==> src/rtl/scal_pkg.sv <==
package scal_pkg;
  typedef enum logic [1:0] {
    SC_IDLE  = 2'd0,
    SC_ARM   = 2'd1,
    SC_PROBE = 2'd2,
    SC_DONE  = 2'd3
  } scal_state_e;
endpackage

==> src/rtl/scal_gray_enc.sv <==
module scal_gray_enc #(
  parameter int W = 8
) (
  input  logic [W-1:0] bin_i,
  output logic [W-1:0] gray_o
);
  // Adjacent binary values map to codes one bit apart.
  assign gray_o = bin_i ^ (bin_i >> 1);
endmodule

==> src/rtl/scal_window_calc.sv <==
module scal_window_calc #(
  parameter int W = 8
) (
  input  logic [W-1:0] low_i,
  input  logic [W-1:0] high_i,
  output logic [W-1:0] point_o
);
  // Two extra bits keep twice the span from wrapping.
  localparam int CW = W + 2;

  logic [W-1:0]  span;
  logic [CW-1:0] span2;
  logic [CW-1:0] frac;

  assign span    = high_i - low_i;
  assign span2   = {1'b0, span, 1'b0};
  assign frac    = span2 / CW'(3);
  assign point_o = W'({2'b00, low_i} + frac);
endmodule

==> src/rtl/scal_seq.sv <==
module scal_seq
  import scal_pkg::*;
#(
  parameter int W = 8
) (
  input  logic         clk,
  input  logic         rst_n,
  input  logic         start,
  input  logic         result_valid,
  input  logic         result_pass,
  output logic         req_o,
  output logic         done_o,
  output logic         found_o,
  output logic [W-1:0] idx_o,
  output logic [W-1:0] low_o,
  output logic [W-1:0] high_o
);
  localparam logic [W-1:0] TOP_IDX  = {W{1'b1}};
  localparam logic [W-1:0] LAST_IDX = TOP_IDX - W'(1);

  scal_state_e state_q;
  logic         hi_phase_q;
  logic         found_q;
  logic [W-1:0] idx_q, low_q, high_q;

  wire accept  = (state_q == SC_PROBE) && result_valid;
  wire at_last = (idx_q == LAST_IDX);

  always_ff @(posedge clk) begin
    if (!rst_n) begin
      state_q    <= SC_IDLE;
      hi_phase_q <= 1'b0;
      found_q    <= 1'b0;
      idx_q      <= '0;
      low_q      <= '0;
      high_q     <= '0;
    end else begin
      case (state_q)
        SC_IDLE, SC_DONE: begin
          if (start) begin
            state_q    <= SC_ARM;
            hi_phase_q <= 1'b0;
            found_q    <= 1'b0;
            idx_q      <= '0;
          end
        end
        SC_ARM: state_q <= SC_PROBE;
        SC_PROBE: begin
          if (accept) begin
            if (!hi_phase_q) begin
              // searching for the first passing index
              if (result_pass) begin
                low_q <= idx_q;
                if (at_last) begin
                  high_q  <= TOP_IDX;
                  found_q <= 1'b1;
                  state_q <= SC_DONE;
                end else begin
                  idx_q      <= idx_q + W'(1);
                  hi_phase_q <= 1'b1;
                  state_q    <= SC_ARM;
                end
              end else if (at_last) begin
                low_q   <= TOP_IDX;
                high_q  <= TOP_IDX;
                state_q <= SC_DONE;
              end else begin
                idx_q   <= idx_q + W'(1);
                state_q <= SC_ARM;
              end
            end else begin
              // searching for the first failing index above the low edge
              if (!result_pass) begin
                high_q  <= idx_q;
                found_q <= 1'b1;
                state_q <= SC_DONE;
              end else if (at_last) begin
                high_q  <= TOP_IDX;
                found_q <= 1'b1;
                state_q <= SC_DONE;
              end else begin
                idx_q   <= idx_q + W'(1);
                state_q <= SC_ARM;
              end
            end
          end
        end
        default: state_q <= SC_IDLE;
      endcase
    end
  end

  assign req_o   = (state_q == SC_PROBE);
  assign done_o  = (state_q == SC_DONE);
  assign found_o = found_q;
  assign idx_o   = idx_q;
  assign low_o   = low_q;
  assign high_o  = high_q;
endmodule

==> src/rtl/strobe_cal_sweeper.sv <==
module strobe_cal_sweeper #(
  parameter int           W            = 8,
  parameter logic [W-1:0] DEFAULT_CODE = W'(8'h59)
) (
  input  logic         clk,
  input  logic         rst_n,
  input  logic         start,
  output logic         test_req,
  input  logic         result_valid,
  input  logic         result_pass,
  output logic [W-1:0] delay_gray,
  output logic         done,
  output logic         found,
  output logic [W-1:0] final_index
);
  localparam logic [W-1:0] NONE_IDX = {W{1'b1}};

  logic [W-1:0] idx, low_edge, high_edge, point;
  logic [W-1:0] idx_gray, point_gray;
  logic         seq_done, seq_found;

  scal_seq #(.W(W)) u_seq (
    .clk          (clk),
    .rst_n        (rst_n),
    .start        (start),
    .result_valid (result_valid),
    .result_pass  (result_pass),
    .req_o        (test_req),
    .done_o       (seq_done),
    .found_o      (seq_found),
    .idx_o        (idx),
    .low_o        (low_edge),
    .high_o       (high_edge)
  );

  scal_window_calc #(.W(W)) u_calc (
    .low_i   (low_edge),
    .high_i  (high_edge),
    .point_o (point)
  );

  scal_gray_enc #(.W(W)) u_gray_idx   (.bin_i(idx),   .gray_o(idx_gray));
  scal_gray_enc #(.W(W)) u_gray_point (.bin_i(point), .gray_o(point_gray));

  always_comb begin
    if (!seq_done)      delay_gray = idx_gray;
    else if (seq_found) delay_gray = point_gray;
    else                delay_gray = DEFAULT_CODE;
  end

  assign done        = seq_done;
  assign found       = seq_found;
  assign final_index = seq_found ? point : NONE_IDX;
endmodule

==> config.mk <==
export PLATFORM = sky130hd
export DESIGN_NAME = strobe_cal_sweeper
export DESIGN_NICKNAME = d
export VERILOG_FILES = /design/src/rtl/scal_pkg.sv /design/src/rtl/scal_gray_enc.sv /design/src/rtl/scal_window_calc.sv /design/src/rtl/scal_seq.sv /design/src/rtl/strobe_cal_sweeper.sv
export SDC_FILE = /design/constraint.sdc
export NUM_CORES = 1
export LEC_CHECK = 0
export BUFFER_PORTS_ARGS = -buffer_cell sky130_fd_sc_hd__buf_2
export CELL_PAD_IN_SITES_DETAIL_PLACEMENT = 0
export CELL_PAD_IN_SITES_GLOBAL_PLACEMENT = 1
export CORE_MARGIN = 5
export CORE_UTILIZATION = 38
export CTS_CLUSTER_DIAMETER = 120
export DETAILED_ROUTE_END_ITERATION = 10
export PLACE_DENSITY_LB_ADDON = 0.1
export SLEW_MARGIN = 15
export SYNTH_ARGS = -nofsm -noshare
export SYNTH_HDL_FRONTEND = slang
export SYNTH_SLANG_ARGS = --single-unit
==> constraint.sdc <==
create_clock -name clk -period 13.2 [get_ports clk]
set_input_delay 0 -clock clk [delete_from_list [all_inputs] [get_ports clk]]
set_output_delay 0 -clock clk [all_outputs]
set_load 0.01 [all_outputs]
==> flow_metrics.tcl <==
set metrics [dict create \
    status "complete, no violations" \
    critical_path_startpoint "u_seq.high_o[0]" \
    cts_made_buffers 3 \
    ff_latch_area_sq_um 560.5 \
    yosys_most_used_dff "dfxtp_1" \
    die_y_um 96.13 \
    share_of_final_layout_standard_cells_stronger_than_drive_strength_1 0.1775 \
    tritoncts "done" \
    slew_headroom 0.4727 \
    synthToLayoutAreaGrowth_pct 8.700 \
    power_density_nw_per_um2 88.30 \
    first_global_vias 2429 \
    syn_inst 337 \
    synth_edf_count 0 \
    timing.critical_path.buf_inv 4 \
    multi_input_comb_area_sq_um 2126 \
    finalSetupTns_ns 0 \
    floorplan.initialDensity 0.3886 \
    yosysSeqAreaShare 0.1988 \
    grt_usage 0.1661 \
    maxCapViolCount 0 \
    skew_ns 0.003511 \
    vdd_drop_max_uv 50.24 \
    die_width_um 96.13 \
    rows 31 \
    cp.arrival_ns 6.64 \
    critical_path_peak_fanout 4 \
    yosysUniqueCellTypes 76 \
    port-buffer-count 23 \
    final-max-slew-violation-count 0 \
    cts-root-to-sink-buffers 2 \
    net_count_of_the_mapped_netlist 370 \
    worst_path_largest_cell_delay_ns 0.47 \
    wire_per_inst_um 16.03 \
    hold_violations 0 \
    count_of_nets_after_finishing 390 \
    ys_async_sr_fraction 0 \
    grt_overflow 0 \
    routabilityCongestion 0.8521 \
    layout.cells.most_common_list "28 x nor2_1, 28 x dfxtp_1, 26 x ha_1" \
    grt_start_max_net_pins 22 \
    slowest_stage "fa_1" \
    antenna_violations_before_repair 0 \
    ctsHoldBuffers 0 \
    first_pass_iters 4 \
    gr-max-usage-layer "met2" \
    clk_transition_reported_paths_ns 0.09 \
    clock-sinks 28 \
    route.antenna.remaining_nets 0 \
    register_bit_count_reported_by_yosys 28 \
    worst_hold_path_type "in2reg" \
    critical-path-top-delay-family "compound AO/OA/AOI/OAI gates" \
    pin_count 24 \
    drt_wl_total_mm 7.277 \
    avg_synthesized_cell_area_sq_um 8.365 \
    drt_iter0_markers 77 \
    rsz_0062_raised_after_global_routing "no" \
    leakage_nw 1.371 \
    synthesis.yosys.warnings 0 \
    timing.critical_path.from_type "flip-flop" \
    post_cts.resized_instances 0 \
    regToRegStartpoint "u_seq.state_q[0]" \
    grt_util_met2 0.2938 \
    drt-vias-per-instance 5.498 \
    grt_first_pass_wirelength_mm 11.96 \
    synth_area_leaders "dfxtp_1 20%, ha_1 12%, xnor2_1 4.7%" \
    h-tree-depth 1 \
    via_count 2496 \
    groute.layer.met1.usage 0.2139 \
    antenna_cells_inserted 0 \
    layout_worst_path_cycle_share 0.5032 \
    design.core.area_sq_um 7253 \
    dp.cells 451 \
    layout.filler_cells 767 \
    worst-endpoint-required_ns 13.20 \
    global_route.usage.met3 0.01173 \
    drt_drc_violations_left 0 \
    timing_worst_slew_pin_value_ns 0.7882 \
    clock_insertion_delay_worst_skew_ns 0.27 \
    finish.cell_count_without_fillers 454 \
    crit_path_frequent_cell "a21oi_1" \
    yosys.area.top_type "dfxtp_1" \
    worst-setup-path-type "reg2out" \
    cp-end-kind "output pin" \
    clock-root-buffer "clkbuf_8" \
    synthDominantCellAreaShare 0.1988 \
    post_cts.repair.setup_buffers 0 \
    final.min_clock_period_ns 6.643 \
    mapped_cell_area_sq_um 2819 \
    fmax_ghz 0.1505 \
    finalSetupViolations 0 \
    regToRegSetupSlack_ns 10.61 \
    dp_hpwl_mm 5.950 \
    fp.dieArea_sq_um 9241 \
    min_from "result_pass" \
]
[cell type report]
| cell class | instances | area share |
|---|---|---|
| multi-input cells | 276 | 0.6938 |
| flip-flops and latches | 28 | 0.1829 |
| well taps | 99 | 0.04042 |
| repair buffers | 24 | 0.04002 |
| inverters | 24 | 0.02940 |
| clock buffers | 3 | 0.01347 |
[final timing paths]
path | to | depth (start not counted)
hold reg to reg | u_seq.high_o[3] | 1
setup / recovery | delay_gray[6] | 32
setup reg to reg | u_seq.idx_o[7] | 10
hold / removal | u_seq.low_o[6] | 3
[synthesized netlist by cell type (all sizes together), types with 2 or more instances]
| cell type | instances |
|---|---|
| a21o | 4 |
| o211a | 9 |
| o2111ai | 2 |
| a21oi | 18 |
| o21bai | 3 |
| o31a | 2 |
| fa | 2 |
| nand3 | 12 |
| o211ai | 3 |
| a221oi | 3 |
| o221a | 9 |
| xnor2 | 16 |
| a31oi | 2 |
| dfxtp | 28 |
| nand2b | 7 |
| o22ai | 4 |
| a2111oi | 2 |
| and2 | 5 |
| o21ai | 17 |
| and3 | 3 |
| nor4 | 5 |
| or2 | 4 |
| a22oi | 2 |
| nor2b | 4 |
| o21a | 3 |
| or4 | 5 |
| o22a | 5 |
| nand2 | 21 |
| buf | 3 |
| a221o | 3 |
| nor2 | 31 |
| inv | 24 |
| or3 | 3 |
| nand3b | 2 |
| clkbuf | 6 |
| ha | 26 |
| o2bb2ai | 3 |
| nor3 | 8 |
| xor2 | 14 |
[layer usage]
metal / wire length [um] / up-vias
met5: 0 / -
met4: 130 / 0
met3: 211 / 11
met2: 3546 / 53
met1: 3388 / 1138
li1: - / 1294
[state kept, by name, indices dropped and copies added, names as in the netlist]
| name | flops |
|---|---|
| u_seq.state_q | 2 |
| u_seq.idx_o | 8 |
| u_seq.high_o | 8 |
| u_seq.low_o | 8 |
| u_seq.hi_phase_q | 1 |
| u_seq.found_o | 1 |
[where the power goes]
part           leakage, nW  switching [mW]  internal (mW)  total, mW
registers            0.226         0.00275         0.0867     0.0894
logic                 1.12          0.0781         0.0574      0.135
clock network       0.0216          0.0252         0.0205     0.0457
total                 1.37           0.106          0.165      0.271
[kinds of logic (layout without fill, tap and decap cells)]
family	after synthesis	in the layout	synth area share
AO/OA/AOI/OAI	103	103	0.3023
XOR/XNOR	30	30	0.09854
adder cells (fa/ha/maj)	28	28	0.1296
buffers and inverters	33	51	0.04705
flip-flops	28	28	0.1988
multiplexers	1	1	0.003551
AND/OR/NAND/NOR	114	114	0.2202
[worst register-to-register path, cell delays in order, from the launching register on]
cell and delay [ns]:
dfxtp_1 0.39, inv_1 0.06, ha_1 0.30, nor2b_1 0.19, a21oi_1 0.24, o21ai_0 0.25, a21oi_1 0.45, and3_1 0.29
nand3_1 0.11, xnor2_1 0.13, nor2_1 0.05
[stage by stage]
step	utilization	total power, mW	cell area [sq um]	setup WS (ns)	hold WS [ns]
3_3_place_gp	0.4168	0.2275	3023	6.782	0.3979
6_report	0.4225	0.2706	3064	6.557	0.1219
3_5_place_dp	0.4168	0.2255	3023	6.886	0.4057
2_1_floorplan	-	0.1995	2819	7.676	0.2150
4_1_cts	0.4225	0.2716	3064	6.549	0.1207
5_1_grt	0.4225	0.2895	3064	5.952	0.1334
(Power assumes the default switching activity.)
